--- src/rtl/par_wr_master.sv ---
module par_wr_master #(
  parameter int DW = 18,
  parameter int CW = 8
) (
  input  logic          clk,
  input  logic          rst_n,
  input  logic          s_valid,
  input  logic [DW-1:0] s_word,
  input  logic          s_is_data,
  input  logic          s_last,
  output logic          busy,
  input  logic [CW-1:0] cfg_low,
  input  logic [CW-1:0] cfg_high,
  output logic          cs_n,
  output logic          dc,
  output logic          rd_n,
  output logic          wr_n,
  output logic [DW-1:0] dq_out,
  output logic          dq_oe
);

  typedef enum logic [1:0] {S_IDLE, S_SETUP, S_LOW, S_HIGH} st_t;
  localparam logic [CW-1:0] ONE = CW'(1);

  st_t           st;
  logic [CW-1:0] cnt;
  logic          cs_q, dc_q, last_q, hold_q;
  logic [DW-1:0] dat_q;

  wire [CW-1:0] lo_n = (cfg_low  == '0) ? ONE : cfg_low;
  wire [CW-1:0] hi_n = (cfg_high == '0) ? ONE : cfg_high;

  always_ff @(posedge clk or negedge rst_n) begin
    if (!rst_n) begin
      st     <= S_IDLE;
      cnt    <= '0;
      cs_q   <= 1'b1;
      dc_q   <= 1'b0;
      last_q <= 1'b0;
      hold_q <= 1'b0;
      dat_q  <= '0;
    end else begin
      case (st)
        S_IDLE: if (s_valid) begin
          st     <= S_SETUP;
          cs_q   <= 1'b0;
          dc_q   <= s_is_data;
          dat_q  <= s_word;
          last_q <= s_last;
        end
        S_SETUP: begin
          st  <= S_LOW;
          cnt <= lo_n - ONE;
        end
        S_LOW: if (cnt == '0) begin
          st     <= S_HIGH;
          cnt    <= hi_n - ONE;
          hold_q <= 1'b1;
        end else cnt <= cnt - ONE;
        S_HIGH: begin
          hold_q <= 1'b0;
          if (cnt == '0) begin
            st <= S_IDLE;
            if (last_q) cs_q <= 1'b1;
          end else cnt <= cnt - ONE;
        end
        default: st <= S_IDLE;
      endcase
    end
  end

  assign busy   = (st != S_IDLE);
  assign cs_n   = cs_q;
  assign dc     = dc_q;
  assign rd_n   = 1'b1;
  assign wr_n   = (st != S_LOW);
  assign dq_out = dat_q;
  assign dq_oe  = (st == S_LOW) || hold_q;

  assert_oe_needs_cs_R8: assert property (@(posedge clk) disable iff (!rst_n)
    dq_oe |-> !cs_n);
  assert_low_drives_R6: assert property (@(posedge clk) disable iff (!rst_n)
    !wr_n |-> dq_oe);
  assert_data_stable_R6: assert property (@(posedge clk) disable iff (!rst_n)
    (!wr_n && $past(!wr_n)) |-> ($stable(dq_out) && $stable(dc)));
  assert_fall_setup_R5: assert property (@(posedge clk) disable iff (!rst_n)
    $fell(wr_n) |-> ($past(!cs_n) && $past(busy) && $stable(dc)));
  assert_accept_R9: assert property (@(posedge clk) disable iff (!rst_n)
    (s_valid && !busy) |=> busy);

endmodule

--- config.mk ---
export PLATFORM = sky130hd
export DESIGN_NAME = par_wr_master
export DESIGN_NICKNAME = d
export VERILOG_FILES = /design/src/rtl/par_wr_master.sv
export SDC_FILE = /design/constraint.sdc
export NUM_CORES = 1
export LEC_CHECK = 0
export ABC_AREA = 1
export BUFFER_PORTS_ARGS = -buffer_cell sky130_fd_sc_hd__buf_4
export CAP_MARGIN = 10
export CORE_MARGIN = 3
export CORE_UTILIZATION = 50
export CTS_CLUSTER_DIAMETER = 40
export DETAILED_ROUTE_END_ITERATION = 10
export PLACE_DENSITY = 0.83
export SETUP_SLACK_MARGIN = 0.05
export SLEW_MARGIN = 0
export SYNTH_ARGS = -nofsm -noshare
export SYNTH_HDL_FRONTEND = slang
export SYNTH_SLANG_ARGS = --single-unit
--- constraint.sdc ---
create_clock -name clk -period 2.45 [get_ports clk]
set_clock_uncertainty 0.2 [all_clocks]
set_input_delay 0.49 -clock clk [delete_from_list [all_inputs] [get_ports clk]]
set_output_delay 0.49 -clock clk [all_outputs]
set_load 0.03 [all_outputs]
==> results.sh <==
export IMPL_crit_required_ns=1.76
export IMPL_critical_path_max_stage_delay_ns=0.38
export IMPL_yosys_warnings=0
export IMPL_antenna_found_initial=0
export IMPL_htree_levels=2
export IMPL_synth_area_sq_um=2070
export IMPL_synth_top_cell_area_share_pct=37.4
export IMPL_dp_hpwl_microns=3850
export IMPL_row_count=22
export IMPL_fin_tns_setup_ns=0
export IMPL_async_reset_ff_share_pct=100
export IMPL_path_clk_slew_ns=0.07
export IMPL_power_leakage_nw=1.39
export IMPL_yosysUniqueCellTypes=35
export IMPL_via_per_inst=5.10
export IMPL_grt_max_degree=33
export IMPL_period_needed_ns=2.16
export IMPL_routed_wl_microns=4850
export IMPL_post_place_ws_ns=0.203
export IMPL_synth_xor_area_share_pct=2.11
export IMPL_portBuffers=61
export IMPL_min_path_type="input port to flip-flop"
export IMPL_die_area_sq_um=4950
export IMPL_drt_iter0_drc=107
export IMPL_maxCapViolations=0
export IMPL_yosys_top_cells_count="45 x nand2_1, 32 x nor2_1, 31 x dfrtp_1, 31 x inv_1, 20 x mux2_2"
export IMPL_cts_tree="yes"
export IMPL_grt_setup_unrepaired="no"
export IMPL_grt_usage_pct=19.9
export IMPL_clockBufferDepth=2
export IMPL_path_common_cell="inv_1"
export IMPL_synth_mux_area_fraction_pct=10.9
export IMPL_hold_viol=0
export IMPL_start_kind="flip-flop"
export IMPL_p_per_area_nw_per_um2=1340
export IMPL_synth_area_top_cells="dfrtp_1 37%, mux2_2 11%, nand2_1 8.2%"
export IMPL_routedWlPerCell_microns=13.2
export IMPL_path_cells="inv_1 -> ha_1 -> inv_1 -> nand2_1 -> buf_4"
export IMPL_synth_most_common_cell="nand2_1"
export IMPL_path_class="flip-flop to primary output"
export IMPL_fillers=318
export IMPL_syn_area_per_cell_sq_um=8.25
export IMPL_die_w_microns=70.4
export IMPL_grt_pass1_wl_microns=7820
export IMPL_clk_latency_ns=0.29
export IMPL_root_buffer="clkbuf_8"
export IMPL_final_antenna_net_count=0
export IMPL_nets=363
export IMPL_synth_top_family_by_area="simple AND/OR/NAND/NOR gates"
export IMPL_synth_compound_area_share_pct=7.31
export IMPL_status="finished clean"
export IMPL_setup_violations_final=0
export IMPL_fmax_ghz=0.463
export IMPL_cts_repair_resized=0
export IMPL_synth_seq_cells=32
export IMPL_grt_pass1_vias=1734
export IMPL_synth_fa_ha_area_share_pct=4.23
export IMPL_die_y_microns=70.4
export IMPL_synthesis_instances=251
export IMPL_fp_coreArea_sq_um=3830
export IMPL_syn_nets=297
export IMPL_ios=63
export IMPL_critPathBufInv=3
export IMPL_cts_sinks=32
export IMPL_drive_gt1_share_pct=36.8
export IMPL_yosysTopAreaCell="dfrtp_1"
export IMPL_critPathTopFamily="buffers and inverters"
export IMPL_fin_ws_ns=0.292
export IMPL_overflow=0
export IMPL_drcViolationCount=0
export IMPL_synth_edf_count=0
export IMPL_crit_fanout=5
export IMPL_maxSlewViolCount=0
export IMPL_critPathCaptureType="primary output"
export IMPL_synth_ff_type="dfrtp_1"
export IMPL_num_antenna_cells=0
export IMPL_synth_simple_gate_area_share_pct=28.6
export IMPL_critPathArrivalTime_ns=1.47
export IMPL_gp_congestion=0.895
export IMPL_cts_buffers_inserted=5
export IMPL_final_period_utilization_pct=88.1
export IMPL_initial_core_util_pct=54.2
export IMPL_vias=1865
export IMPL_peakVddDrop_uv=768
export IMPL_area_delta_synth_final_pct=29.6
export IMPL_cp_slowest_cell="dfrtp_1"
export IMPL_yosysSeqAreaShare_pct=38.7
export IMPL_firstDrtPassIters=4
## logic make-up after synthesis
logic type               after synthesis
AND/OR/NAND/NOR                      122
buffers and inverters                 40
flip-flops                            32
AO/OA/AOI/OAI                         24
multiplexers                          20
adder cells (fa/ha/maj)                7
XOR/XNOR                               5
other                                  1
## layout make-up
cell class              count  area [sq um]  share of cell area (%)
clock inverters             2          35.0                    1.30
well taps                  48          60.1                    2.24
flip-flops and latches     32           802                    29.9
clock buffers               6          72.6                    2.70
repair buffers             63           475                    17.7
multi-input cells         179          1100                    41.1
inverters                  36           138                    5.12
## where the power goes
| part | switching (W) | internal [W] | leakage, nW |
|---|---|---|---|
| Clock | 0.000197 | 0.000302 | 0.0552 |
| Sequential | 0.000188 | 0.000806 | 0.376 |
| Combinational | 0.00128 | 0.000840 | 0.955 |
## layer usage
layer | vias up | GRT usage (%) | share of wire, %
met5 | - | 0 | 0
met4 | 0 | 6.38 | 1.2
met3 | 7 | 5.04 | 6.1
met2 | 58 | 33.6 | 51
met1 | 858 | 24.7 | 42
li1 | 942 | - | -
## final timing paths
| kind | depth (start not counted) | slack [ns] | from | end |
|---|---|---|---|---|
| max in group asynchronous | 2 | 1.23 | rst_n | cs_n$_DFFE_PN1P_ |
| min reg2reg | 2 | 0.30 | cs_n$_DFFE_PN1P_ | cs_n$_DFFE_PN1P_ |
| min in group asynchronous | 2 | 0.49 | rst_n | dc$_DFFE_PN0P_ |
| min | 2 | 0.23 | s_word[2] | dq_out[2]$_DFFE_PN0P_ |
| max | 5 | 0.29 | st[0]$_DFFE_PN0P_ | dq_oe |
| max reg2reg | 11 | 0.46 | cnt[0]$_DFFE_PN0P_ | cnt[5]$_DFFE_PN0P_ |
## state kept, by name, summed over array words and instances (netlist names)
register and cells:
cnt 8, hold_q 1, cs_n 1, dc 1, st 2, dq_out 18
last_q 1
## cells in the final DEF, fill, tap and decap left out, types with 2 or more instances in the layout
cell type,instances
nand2_2,3
o21ai_2,2
dfrtp_1,31
nand4_1,8
o21ai_0,8
xnor2_1,3
nor2_2,3
mux2_2,20
nand2_1,45
clkbuf_8,5
a21oi_2,3
a31oi_1,2
inv_2,3
inv_1,31
nand3_1,18
ha_1,7
nor2_4,3
a21oi_1,7
nor2_1,32
nand2_4,4
xor2_1,2
buf_4,62
## repair_timing
item	CTS	global route
endpoints found under the hold margin	31	0
setup endpoints to repair	0	0
hold buffers	1	0
buffers inserted	0	0
## per-stage QoR
stage	instance area, sq um	utilization [%]	hold slack, ns	std cells	power, W
global placement	2570	67.1	0.248	357	0.00306
CTS	2690	70.2	0.229	366	0.00363
finish	2690	70.2	0.229	366	0.00361
detailed placement	2570	67.1	0.249	357	0.00312
global route	2690	70.2	0.230	366	0.00387
floorplan	2070	-	-0.00559	251	0.00252
(Power assumes the default switching activity.)
